$ cat src/rtl/mdio_pkg.sv
`timescale 1ns/1ps
package mdio_pkg;
    // frame geometry
    localparam int PRE_LEN   = 32;
    localparam int FLD_W     = 5;
    localparam int DATA_W    = 16;
    localparam int FRAME_LEN = PRE_LEN + 2 + 2 + 2 * FLD_W + 2 + DATA_W;
    localparam int TA_POS    = PRE_LEN + 4 + 2 * FLD_W;
    localparam int DATA_POS  = TA_POS + 2;

    // register map
    localparam int REG_W     = 32;
    localparam int CTRL_OFS  = 'h90;
    localparam int DATA_OFS  = 'h94;
    localparam int PHY_LSB   = 16;
    localparam int REGN_LSB  = 21;
    localparam int RD_BIT    = 26;
    localparam int WR_BIT    = 27;
    localparam int KEY_LSB   = 28;

    typedef enum logic [1:0] {
        OP_WRITE = 2'b01,
        OP_READ  = 2'b10
    } mdio_op_e;

    localparam logic [1:0] SOF_BITS   = 2'b01;
    localparam logic [1:0] TA_WR_BITS = 2'b10;
endpackage

$ cat src/rtl/mdio_mdc_gen.sv
`timescale 1ns/1ps
module mdio_mdc_gen #(
    parameter int HALF_DIV = 4
) (
    input  logic clk,
    input  logic rst_n,
    input  logic run,
    output logic mdc,
    output logic rise_stb,
    output logic fall_stb
);
    localparam int CW = (HALF_DIV > 1) ? $clog2(HALF_DIV) : 1;

    typedef struct packed {
        logic [CW-1:0] cnt;
        logic          mdc;
    } gen_st_t;

    gen_st_t gen_d, gen_q;
    logic    tick;

    always_comb begin
        gen_d    = gen_q;
        tick     = (gen_q.cnt == CW'(HALF_DIV - 1));
        rise_stb = run && tick && !gen_q.mdc;
        fall_stb = run && tick && gen_q.mdc;
        if (!run) begin
            gen_d.cnt = '0;
            gen_d.mdc = 1'b0;
        end else if (tick) begin
            gen_d.cnt = '0;
            gen_d.mdc = !gen_q.mdc;
        end else begin
            gen_d.cnt = gen_q.cnt + 1'b1;
        end
    end

    always_ff @(posedge clk) begin
        if (!rst_n) gen_q <= '0;
        else        gen_q <= gen_d;
    end

    assign mdc = gen_q.mdc;
endmodule

$ cat src/rtl/mdio_frame_engine.sv
`timescale 1ns/1ps
module mdio_frame_engine
    import mdio_pkg::*;
(
    input  logic              clk,
    input  logic              rst_n,
    input  logic              start,
    input  logic              start_rd,
    input  logic [FLD_W-1:0]  start_phy,
    input  logic [FLD_W-1:0]  start_reg,
    input  logic [DATA_W-1:0] start_wdata,
    input  logic              rise_stb,
    input  logic              fall_stb,
    input  logic              mdio_i,
    output logic              busy,
    output logic              mdio_o,
    output logic              mdio_oe,
    output logic              done,
    output logic              done_rd,
    output logic [DATA_W-1:0] rd_data
);
    localparam int CW = $clog2(FRAME_LEN);

    typedef struct packed {
        logic                 busy;
        logic                 is_rd;
        logic                 oe;
        logic [CW-1:0]        cnt;
        logic [FRAME_LEN-1:0] frame;
        logic [DATA_W-1:0]    shift;
    } eng_st_t;

    eng_st_t eng_d, eng_q;

    always_comb begin
        eng_d = eng_q;
        done  = 1'b0;
        if (!eng_q.busy) begin
            if (start) begin
                eng_d.busy  = 1'b1;
                eng_d.is_rd = start_rd;
                eng_d.oe    = 1'b1;
                eng_d.cnt   = '0;
                eng_d.frame = {{PRE_LEN{1'b1}}, SOF_BITS,
                               start_rd ? OP_READ : OP_WRITE,
                               start_phy, start_reg,
                               start_rd ? 2'b11 : TA_WR_BITS,
                               start_rd ? {DATA_W{1'b1}} : start_wdata};
            end
        end else begin
            // input sampled on the rising MDC edge
            if (rise_stb && eng_q.is_rd && (eng_q.cnt >= CW'(DATA_POS))) begin
                eng_d.shift = {eng_q.shift[DATA_W-2:0], mdio_i};
            end
            // outputs advance on the falling MDC edge
            if (fall_stb) begin
                if (eng_q.cnt == CW'(FRAME_LEN - 1)) begin
                    eng_d.busy = 1'b0;
                    eng_d.oe   = 1'b0;
                    done       = 1'b1;
                end else begin
                    eng_d.cnt   = eng_q.cnt + 1'b1;
                    eng_d.frame = {eng_q.frame[FRAME_LEN-2:0], 1'b1};
                    if (eng_q.is_rd && (eng_q.cnt == CW'(TA_POS - 1))) begin
                        eng_d.oe = 1'b0;
                    end
                end
            end
        end
    end

    always_ff @(posedge clk) begin
        if (!rst_n) eng_q <= '0;
        else        eng_q <= eng_d;
    end

    assign busy    = eng_q.busy;
    assign mdio_o  = eng_q.frame[FRAME_LEN-1];
    assign mdio_oe = eng_q.oe;
    assign done_rd = done && eng_q.is_rd;
    assign rd_data = eng_q.shift;
endmodule

$ cat src/rtl/mdio_mgmt_regs.sv
`timescale 1ns/1ps
module mdio_mgmt_regs
    import mdio_pkg::*;
#(
    parameter int BUS_AW = 8
) (
    input  logic              clk,
    input  logic              rst_n,
    input  logic              reg_wen,
    input  logic [BUS_AW-1:0] reg_addr,
    input  logic [REG_W-1:0]  reg_wdata,
    output logic [REG_W-1:0]  reg_rdata,
    input  logic              busy,
    input  logic              done,
    input  logic              done_rd,
    input  logic [DATA_W-1:0] rd_data,
    output logic              start,
    output logic              start_rd,
    output logic [FLD_W-1:0]  start_phy,
    output logic [FLD_W-1:0]  start_reg,
    output logic [DATA_W-1:0] wdata_out,
    output logic              cmd_rd,
    output logic              cmd_wr,
    output logic [FLD_W-1:0]  cur_phy,
    output logic [FLD_W-1:0]  cur_reg
);
    typedef struct packed {
        logic [FLD_W-1:0]  phy;
        logic [FLD_W-1:0]  regn;
        logic [1:0]        key;
        logic              cmd_rd;
        logic              cmd_wr;
        logic [DATA_W-1:0] rdat;
        logic [DATA_W-1:0] wdat;
    } regs_st_t;

    regs_st_t regs_d, regs_q;
    logic     ctrl_hit, data_hit;
    logic     unused_wbits;

    assign ctrl_hit     = (reg_addr == BUS_AW'(CTRL_OFS));
    assign data_hit     = (reg_addr == BUS_AW'(DATA_OFS));
    assign unused_wbits = ^reg_wdata[REG_W-1:KEY_LSB+2];

    always_comb begin
        regs_d    = regs_q;
        start     = 1'b0;
        start_rd  = reg_wdata[RD_BIT];
        start_phy = reg_wdata[PHY_LSB +: FLD_W];
        start_reg = reg_wdata[REGN_LSB +: FLD_W];
        if (reg_wen && ctrl_hit && !busy) begin
            regs_d.phy  = reg_wdata[PHY_LSB +: FLD_W];
            regs_d.regn = reg_wdata[REGN_LSB +: FLD_W];
            regs_d.key  = reg_wdata[KEY_LSB +: 2];
            if (reg_wdata[RD_BIT]) begin
                start         = 1'b1;
                regs_d.cmd_rd = 1'b1;
            end else if (reg_wdata[WR_BIT]) begin
                start         = 1'b1;
                regs_d.cmd_wr = 1'b1;
            end
        end
        if (reg_wen && data_hit) begin
            regs_d.wdat = reg_wdata[DATA_W-1:0];
        end
        if (done) begin
            regs_d.cmd_rd = 1'b0;
            regs_d.cmd_wr = 1'b0;
        end
        if (done_rd) begin
            regs_d.rdat = rd_data;
        end
    end

    always_ff @(posedge clk) begin
        if (!rst_n) regs_q <= '0;
        else        regs_q <= regs_d;
    end

    always_comb begin
        if (ctrl_hit) begin
            reg_rdata = {2'b00, regs_q.key, regs_q.cmd_wr, regs_q.cmd_rd,
                         regs_q.regn, regs_q.phy, regs_q.rdat};
        end else if (data_hit) begin
            reg_rdata = {{(REG_W-DATA_W){1'b0}}, regs_q.wdat};
        end else begin
            reg_rdata = '0;
        end
    end

    assign wdata_out = regs_q.wdat;
    assign cmd_rd    = regs_q.cmd_rd;
    assign cmd_wr    = regs_q.cmd_wr;
    assign cur_phy   = regs_q.phy;
    assign cur_reg   = regs_q.regn;
endmodule

$ cat src/rtl/mdio_cmd_ctrl.sv
`timescale 1ns/1ps
module mdio_cmd_ctrl
    import mdio_pkg::*;
#(
    parameter int HALF_DIV = 4,
    parameter int BUS_AW   = 8
) (
    input  logic              clk,
    input  logic              rst_n,
    input  logic              reg_wen,
    input  logic [BUS_AW-1:0] reg_addr,
    input  logic [31:0]       reg_wdata,
    output logic [31:0]       reg_rdata,
    output logic              mdc,
    output logic              mdio_o,
    output logic              mdio_oe,
    input  logic              mdio_i
);
    logic              eng_busy, eng_done, eng_done_rd;
    logic [DATA_W-1:0] eng_rdata, reg_wdat;
    logic              go, go_rd;
    logic [FLD_W-1:0]  go_phy, go_reg, cur_phy, cur_reg;
    logic              cmd_rd, cmd_wr;
    logic              rise_stb, fall_stb;

    mdio_mgmt_regs #(.BUS_AW(BUS_AW)) i_regs (
        .clk       (clk),
        .rst_n     (rst_n),
        .reg_wen   (reg_wen),
        .reg_addr  (reg_addr),
        .reg_wdata (reg_wdata),
        .reg_rdata (reg_rdata),
        .busy      (eng_busy),
        .done      (eng_done),
        .done_rd   (eng_done_rd),
        .rd_data   (eng_rdata),
        .start     (go),
        .start_rd  (go_rd),
        .start_phy (go_phy),
        .start_reg (go_reg),
        .wdata_out (reg_wdat),
        .cmd_rd    (cmd_rd),
        .cmd_wr    (cmd_wr),
        .cur_phy   (cur_phy),
        .cur_reg   (cur_reg)
    );

    mdio_mdc_gen #(.HALF_DIV(HALF_DIV)) i_mdc (
        .clk      (clk),
        .rst_n    (rst_n),
        .run      (eng_busy),
        .mdc      (mdc),
        .rise_stb (rise_stb),
        .fall_stb (fall_stb)
    );

    mdio_frame_engine i_eng (
        .clk         (clk),
        .rst_n       (rst_n),
        .start       (go),
        .start_rd    (go_rd),
        .start_phy   (go_phy),
        .start_reg   (go_reg),
        .start_wdata (reg_wdat),
        .rise_stb    (rise_stb),
        .fall_stb    (fall_stb),
        .mdio_i      (mdio_i),
        .busy        (eng_busy),
        .mdio_o      (mdio_o),
        .mdio_oe     (mdio_oe),
        .done        (eng_done),
        .done_rd     (eng_done_rd),
        .rd_data     (eng_rdata)
    );
endmodule

$ cat config.mk
export PLATFORM = sky130hd
export DESIGN_NAME = mdio_cmd_ctrl
export DESIGN_NICKNAME = d
export VERILOG_FILES = /design/src/rtl/mdio_pkg.sv /design/src/rtl/mdio_mdc_gen.sv /design/src/rtl/mdio_frame_engine.sv /design/src/rtl/mdio_mgmt_regs.sv /design/src/rtl/mdio_cmd_ctrl.sv
export SDC_FILE = /design/constraint.sdc
export NUM_CORES = 1
export LEC_CHECK = 0
export BUFFER_PORTS_ARGS = -buffer_cell sky130_fd_sc_hd__buf_2
export CELL_PAD_IN_SITES_DETAIL_PLACEMENT = 1
export CELL_PAD_IN_SITES_GLOBAL_PLACEMENT = 2
export CORE_MARGIN = 5
export CORE_UTILIZATION = 30
export CTS_CLUSTER_DIAMETER = 120
export CTS_CLUSTER_SIZE = 10
export DETAILED_ROUTE_END_ITERATION = 10
export GPL_TIMING_DRIVEN = 0
export PLACE_DENSITY_LB_ADDON = 0.1
export SETUP_SLACK_MARGIN = 0.15
export SYNTH_ARGS = -nofsm -noshare
export SYNTH_HDL_FRONTEND = slang
export SYNTH_SLANG_ARGS = --single-unit
$ cat constraint.sdc
create_clock -name clk -period 3.1 [get_ports clk]
set_input_delay 0.62 -clock clk [delete_from_list [all_inputs] [get_ports clk]]
set_output_delay 0.62 -clock clk [all_outputs]
set_load 0.1 [all_outputs]
# Word level (Yosys, flattened, before mapping)
# Index checks and enable logic that the tools add are counted.
# word_totals
reg_bits	138
input_bits	44
out_inout_bits	35
elab_cells	71
# classes
n_addsub	2
n_lt_le_gt_ge	1
n_eq_ne	8
muxes	20
bitwise_logic	3
n_reduce_logical	22
# ops
operator	n
71-bit 2-to-1 mux	2
73-bit 2-to-1 mux	1
70-bit 2-to-1 mux	1
16-bit 2-to-1 mux	2
32-bit 2-to-1 mux	1
8-bit == test (second input constant)	2
6-bit == test (second input constant)	2
1-bit 2-to-1 mux	12
1-bit logical AND	10
3-bit AND reduction	3
2-bit AND reduction	4
6-bit by 1-bit adder with 6-bit output (second input constant)	1
6-bit >= comparator (second input constant)	1
2-bit inequality test (second input constant)	2
3-bit inequality test (second input constant)	1
1-bit inverter	3
3-bit OR reduction	1
2-bit by 1-bit adder with 2-bit output (second input constant)	1
2-bit == test (second input constant)	1
1-bit logical NOT	2
2-bit 2-to-1 mux	1
2-bit nonzero test	1
2-bit OR reduction	1

# Depth between registers and ports, before layout
# Gate-level depths: netlist of run 1.
# depth
word_depth	6
depth_mapped	9
ltp_nobuf	7

# Hierarchy
# A second synthesis of run 1 with hierarchy kept.
# hier_totals
hier_cells	655
hier_area_um2	6303.5
# modules_own_cells
module	n_inst	cells_per_inst	area_per_inst_um2	seq_area_each_um2
mdio_frame_engine	1	381	3773.6	1781.7
mdio_mgmt_regs	1	262	2413.6	920.9
mdio_mdc_gen	1	12	116.4	60.1

# Least setup slack after synthesis of run 1
# No wires, ideal clock.
# synth_path
kind	input to output
start	input port reg_addr[3]
end	output port reg_rdata[0]
t_arrival_ps	2464
required_ps	2480
slack_ps	16
cell_stages	4
path_buffers	1
cell_sequence	or4_4 -> nor2_1 -> clkbuf_1 -> a22o_1
# synth_via
elab_chain_len	3
word_cells_on_any_way	4
cone_classes	2 x eq/ne; 2 x mux
# synth_lines
item	line_no	source
start, declared	mdio_cmd_ctrl.sv:11	input logic [BUS_AW-1:0] reg_addr,
8-bit == test	mdio_mgmt_regs.sv:42	assign data_hit = (reg_addr == BUS_AW'(DATA_OFS));
16-bit 2-to-1 mux	mdio_mgmt_regs.sv:84	end else if (data_hit) begin
32-bit 2-to-1 mux (*)	mdio_mgmt_regs.sv:81	if (ctrl_hit) begin
end, declared	mdio_cmd_ctrl.sv:13	output logic [31:0] reg_rdata,
# Every way passes the cells marked *; elsewhere a longest branch is shown, timed or not.

# Worst setup path after layout of run 1
# layout_path
start	input port reg_addr[3]
end	output port reg_rdata[10]
# The elaborated chain is that of the path after synthesis.

==> impl_metrics.csv, run 1 <==
group,metric,value,unit
outcome,status,"completed",
final_layout,syn2layout_area_growth,25.09,%
pwr,pwr-share-clk,52.0,%
clock_tree,cts_tree,"done",
yosys,ys.flop_type,"dfxtp_1",
yosys,synth_area,5665,um^2
yosys,yosys_warnings,0,
routing,wl_per_cell,17.33,um
final_layout,nets,824,
pwr,switching_power,0.0009171,W
global_routing,antenna_found_initial,0,
floorplan,core-area,18640,um^2
yosys,synth.avg_cell_area,8.295,um^2
pwr,p_seq_share,45.3,%
final_layout,fillers,2247,
global_routing,first_global_vias,5546,
timing,fin_crit,2.853,ns
global_routing,grt_overflow,0,
yosys,synth_area_leaders,"dfxtp_1, nand2_1, a21oi_1",
timing,clock.fmax,350.5,MHz
yosys,synth_top_area_share,48.76,%
timing,finalHoldViolations,0,
timing,rsz0062_at_grt,"no",
worst_setup_path,cp_max_fo,10,
final_layout,layout.cells.non_filler,1024,
floorplan,num_rows,50,
routing,detail-route-antenna-nets,0,
yosys,synth-seq-cells,138,
clock_tree,clock_path_buffers,2,
hold_path,hold_path.class,"input pin to register",
routing,drc,0,
pwr,power.internal,0.003006,W
final_layout,reg.largest.list,"i_eng.eng_q x70, i_regs.regs_q x18",
final_layout,diodes,0,
global_routing,track_usage,16.72,%
pwr,power_density,553.6,nW/um^2
yosys,synth_edf_count,0,
pwr,p_leak,2.552,nW
pwr,pwr-share-comb,2.8,%
routing,avgViaCountPerCell,5.078,
place,dp_hpwl,13.21,mm
floorplan,die_w,147.4,um
floorplan,pin_count,79,
floorplan,die_y,147.4,um
yosys,ys_types,44,
clock_tree,clkTransAtPathRegs,0.06,ns
final_layout,drive_gt1_share,21.39,%
clock_tree,cts_made_buffers,17,
clock_tree,cts_root_buf,"clkbuf_16",
final_layout,finalInstanceArea,7087,um^2
worst_setup_path,endpoint_kind,"primary output",
timing,tns,0,ns
pwr,switching_share,23.38,%
clock_tree,clock_sinks,138,
timing,finClkSkew,0.009313,ns
worst_setup_path,startpoint_type,"input pin",
routing,num_vias,5200,
place,place_area,6370,um^2
timing,slew_headroom,20.39,%
place,dp.cells,992,
clock_tree,clk_latency,0.43,ns
global_routing,grt_first_pass_wirelength,29.21,mm
timing,finalCritPeriodShare,92.04,%
final_layout,final_cell_mix,"dfxtp_1, nand2_1, nor2_1",
timing,worst_pin_slew,1.184,ns
floorplan,dieArea,21730,um^2
place,gp_congestion,0.7781,
final_layout,largest_reg_flops,70,
worst_setup_path,arrival,2.23,ns
worst_setup_path,required,2.48,ns
routing,routed_wl,17.75,mm
timing,holdWs,0.4329,ns
final_layout,top_register,"i_eng.eng_q",
global_routing,grt_max_degree,17,
yosys,yosysTopAreaCell,"dfxtp_1",
worst_setup_path,criticalPathCategory,"input pin to primary output",
floorplan,start_util,30.39,%
place,io_buffers,74,
yosys,seq_area_frac_synth,48.76,%
pwr,ir_worst_vdd,0.0003471,V
routing,dr.pass1.iters,4,
final_layout,final_common_cell,"dfxtp_1",
yosys,synthArstFlopShare,0,%
clock_tree,htreeDepth,4,
timing,finalSetupViolCount,0,
yosys,netlist_instances,683,
routing,dr.first_iter.drc_count,222,
flow_run,cap_violations,0,
timing,maxSlewViolCount,0,
-- per-layer routing --
layer | vias to the layer above | global-route usage [%] | part of all wire, %
li1 | 2582 | - | -
met1 | 2555 | 21.67 | 48
met2 | 53 | 27.83 | 49
met3 | 10 | 4.169 | 2.8
met4 | 0 | 4.660 | 0.91
met5 | - | 0 | 0
-- synth_stat cells (all sizes together), types with 2 or more instances --
cell    instances
a221oi         10
nor2           72
buf            16
or3             4
and3            2
nand4           2
ha              3
o22ai           2
nand2b          3
o21ai          46
inv             4
and2           16
nand3           5
mux2i          16
a311oi          2
nor3           37
nand2         122
a21oi          55
a22o           16
nor4            3
a31oi          15
a211oi         35
dfxtp         138
clkbuf         45
-- per-stage QoR --
step / power (W) / setup slack (ns) / utilization, %
floorplan: 0.001866 / 0.3042 / -
global placement: 0.001920 / -0.2517 / 34.17
detailed placement: 0.001921 / -0.2761 / 34.17
CTS: 0.003971 / 0.1571 / 37.92
global route: 0.004081 / 0.1585 / 38.01
finish: 0.003923 / 0.2468 / 38.01
-- kinds of logic after synthesis --
family | share of synthesized area (%)
AND/OR/NAND/NOR | 21.42
flip-flops | 48.76
multiplexers | 2.827
XOR/XNOR | 0.1546
buffers and inverters | 4.903
other | 0.06619
adder cells (fa/ha/maj) | 0.6626
AO/OA/AOI/OAI | 21.20
-- power by group through the flow --
stage	Clock, W	Sequential, W	Combinational [W]
floorplan	0	0.00182	0.0000499
global placement	0	0.00182	0.000104
detailed placement	0	0.00182	0.000106
CTS	0.00209	0.00178	0.000108
global route	0.00219	0.00178	0.000119
finish	0.00204	0.00178	0.000109
-- worst max-delay path, cell delays in order --
cell and delay (ns):
buf_2 0.13, or4_4 0.59, nor2_2 0.17, clkbuf_4 0.25
a22o_2 0.18, buf_4 0.28
-- worst paths after layout --
check | start | end | slack (ns) | cells after the start
min | reg_wdata[5] | i_regs.wdata_out[5] | 0.43 | 3
min reg2reg | i_mdc.gen_q[1] | i_mdc.gen_q[1] | 0.44 | 1
max reg2reg | i_mdc.gen_q[1] | i_eng.rd_data[11] | 0.39 | 7
max | reg_addr[3] | reg_rdata[10] | 0.25 | 6
-- layout make-up --
type	instances	area (um^2)	area share [%]
sequential	138	2763	38.98
multi-input combinational	481	2704	38.15
timing repair buffer	74	449.2	6.338
clock buffer	17	425.4	6.003
tap	234	292.8	4.131
buffer	61	272.8	3.849
clock inverter	15	165.2	2.331
inverter	4	15.01	0.2119
-- timing repair --
| action | CTS | global route |
|---|---|---|
| buffers inserted | 0 | 0 |
| gates resized for setup | 41 | 3 |
| pin swaps | 0 | 0 |
| setup endpoints to repair | 30 | 30 |
| hold buffers | 0 | 0 |
Note: power is estimated with default switching activity, not from simulation.
==> run 2: changes to the inputs <==
- CORE_MARGIN: 5 -> default
- SETUP_SLACK_MARGIN: 0.15 -> 0.5
- clock period: 3.1 -> 3.5 ns (I/O delays scaled with it)
==> impl_metrics.csv, run 2 (same netlist as run 1, synthesis figures left out) <==
group,metric,value,unit
outcome,status,"completed",
routing,wl_per_cell,17.08,um
worst_setup_path,crit_end,"reg_rdata[3]",
final_layout,multiInputGateArea,2705,um^2
worst_setup_path,arrival,2.21,ns
clock_tree,clk_latency,0.42,ns
worst_setup_path,max_stage_delay,0.59,ns
pwr,pwr-share-clk,53.8,%
final_layout,syn2layout_area_growth,27.87,%
pwr,power.internal,0.002816,W
timing,slew_headroom,18.63,%
pwr,p_seq_share,43.6,%
worst_setup_path,endpoint_kind,"primary output",
worst_setup_path,cp_max_fo,10,
worst_setup_path,cp_slowest_cell,"or4_4",
global_routing,met1_usage,24.62,%
pwr,p_leak,2.578,nW
routing,drc,0,
global_routing,grt_first_pass_wirelength,28.62,mm
clock_tree,cts_hold_buf,0,
global_routing,grt_max_degree,17,
timing,finalSetupViolCount,0,
floorplan,pin_count,79,
timing,maxSlewViolCount,0,
worst_setup_path,criticalPathCategory,"input pin to primary output",
global_routing,gr-usage-met2,31.08,%
final_layout,reg.largest.list,"i_eng.eng_q x70, i_regs.regs_q x18",
final_layout,diodes,0,
hold_path,hold_path.class,"register to register",
final_layout,drive_gt1_share,21.49,%
global_routing,first_global_vias,5368,
final_layout,top_register,"i_eng.eng_q",
pwr,ir_worst_vdd,0.0003182,V
floorplan,die_y,139.4,um
global_routing,antenna_found_initial,0,
pwr,power_density,498.6,nW/um^2
worst_setup_path,crit_path_cell_trace,"buf_2 -> or4_4 -> nor2_4 -> buf_4 -> a22o_2 -> buf_6",
routing,routed_wl,17.42,mm
worst_setup_path,startpoint_type,"input pin",
global_routing,track_usage,18.75,%
global_routing,top_usage_layer,"met2",
timing,tns,0,ns
place,dp_hpwl,12.88,mm
clock_tree,clkTransAtPathRegs,0.06,ns
timing,clock.fmax,343.5,MHz
clock_tree,htreeDepth,4,
global_routing,use_met3,4.129,%
final_layout,final-seq-area,2763,um^2
worst_setup_path,critPathLaunch,"reg_addr[3]",
worst_setup_path,required,2.80,ns
routing,detail-route-antenna-nets,0,
final_layout,final_cell_mix,"dfxtp_1, nand2_1, nor2_1",
final_layout,final_common_cell,"dfxtp_1",
floorplan,start_util,31.11,%
worst_setup_path,rr_worst_depth,7,
floorplan,dieArea,19440,um^2
worst_setup_path,rrSetupSlack,0.82,ns
timing,finClkSkew,0.007559,ns
place,gp_congestion,0.8229,
place,place_area,6364,um^2
global_routing,grt_overflow,0,
routing,num_vias,5184,
routing,avgViaCountPerCell,5.082,
clock_tree,cts_tree,"done",
routing,dr.pass1.iters,4,
final_layout,finish.utilization,39.79,%
floorplan,core-area,18210,um^2
timing,finalCritPeriodShare,83.19,%
pwr,pwr-share-comb,2.7,%
final_layout,nets,825,
final_layout,fillers,2160,
flow_run,cap_violations,0,
worst_setup_path,reg2reg_from,"i_mdc.gen_q[1]",
timing,rsz0062_at_grt,"no",
timing,fin_crit,2.912,ns
pwr,power,0.003612,W
timing,worst_pin_slew,1.210,ns
clock_tree,cts_made_buffers,17,
clock_tree,clock_path_buffers,2,
final_layout,layout.cells.non_filler,1020,
floorplan,num_rows,49,
worst_setup_path,timing.rr.end,"i_eng.rd_data[14]",
floorplan,die_w,139.4,um
final_layout,finalInstanceArea,7244,um^2
routing,dr.first_iter.drc_count,167,
place,io_buffers,74,
clock_tree,cts_root_buf,"clkbuf_16",
pwr,switching_power,0.0007960,W
timing,finalHoldViolations,0,
pwr,switching_share,22.04,%
clock_tree,clock_sinks,138,
place,dp.cells,987,
final_layout,largest_reg_flops,70,
[run 2: cell count changes in the layout (fill, tap and decap cells not counted), moves of 2 or more]
cell / previous run / this run
buf_4: 36 / 10
buf_6: 1 / 30
bufinv_16: 2 / 4
clkinv_4: 6 / 0
clkinvlp_4: 1 / 7
inv_6: 4 / 2
[run 2: metrics by stage]
step           setup WS, ns  hold WS [ns]
2_1_floorplan        0.5442        0.4043
3_3_place_gp       -0.04019        0.4140
3_5_place_dp       -0.06596        0.4258
4_1_cts              0.5015        0.4350
5_1_grt              0.5494        0.4591
6_report             0.5885        0.4311
[run 2: final cells by class]
class,instances,share of cell area (%)
tap,229,3.955
clock buffer,18,6.062
multi-input combinational,481,37.34
buffer,61,3.800
clock inverter,14,2.694
inverter,4,0.2073
sequential,138,38.13
timing repair buffer,75,7.807
[run 2: worst min-delay path by stage]
stage,startpoint,end,slack (ns),cells past startpoint
floorplan,i_mdc.gen_q[1],i_mdc.gen_q[1],0.40,1
global placement,i_mdc.gen_q[1],i_mdc.gen_q[1],0.41,1
detailed placement,i_mdc.gen_q[1],i_mdc.gen_q[1],0.43,1
CTS,i_mdc.gen_q[1],i_mdc.gen_q[1],0.43,1
global route,i_mdc.gen_q[1],i_mdc.gen_q[1],0.46,1
finish,i_mdc.gen_q[1],i_mdc.gen_q[1],0.43,1
[run 2: metal layers]
layer | vias up | share of wire [%]
met3 | 8 | 2.9
met5 | - | 0
met4 | 0 | 0.65
li1 | 2570 | -
met2 | 72 | 47
met1 | 2534 | 49
[run 2: power groups by stage]
stage / registers (W) / logic [W] / clock network (W)
4_1_cts: 0.00157 / 0.0000974 / 0.00199
6_report: 0.00157 / 0.0000959 / 0.00194
3_3_place_gp: 0.00161 / 0.0000921 / 0
5_1_grt: 0.00157 / 0.000105 / 0.00206
3_5_place_dp: 0.00161 / 0.0000937 / 0
2_1_floorplan: 0.00161 / 0.0000442 / 0
[run 2: what timing repair did]
item	in CTS	in global routing
endpoints found under the setup margin	30	30
setup buffers	1	0
resized for setup	72	5
pin swaps	1	0
hold endpoints to repair	0	0
[run 2: critical path: cells and delay by family]
| kind | cells | cell delay, ns |
|---|---|---|
| AO/OA/AOI/OAI | 1 | 0.20 |
| buffers and inverters | 3 | 0.56 |
| AND/OR/NAND/NOR | 2 | 0.74 |
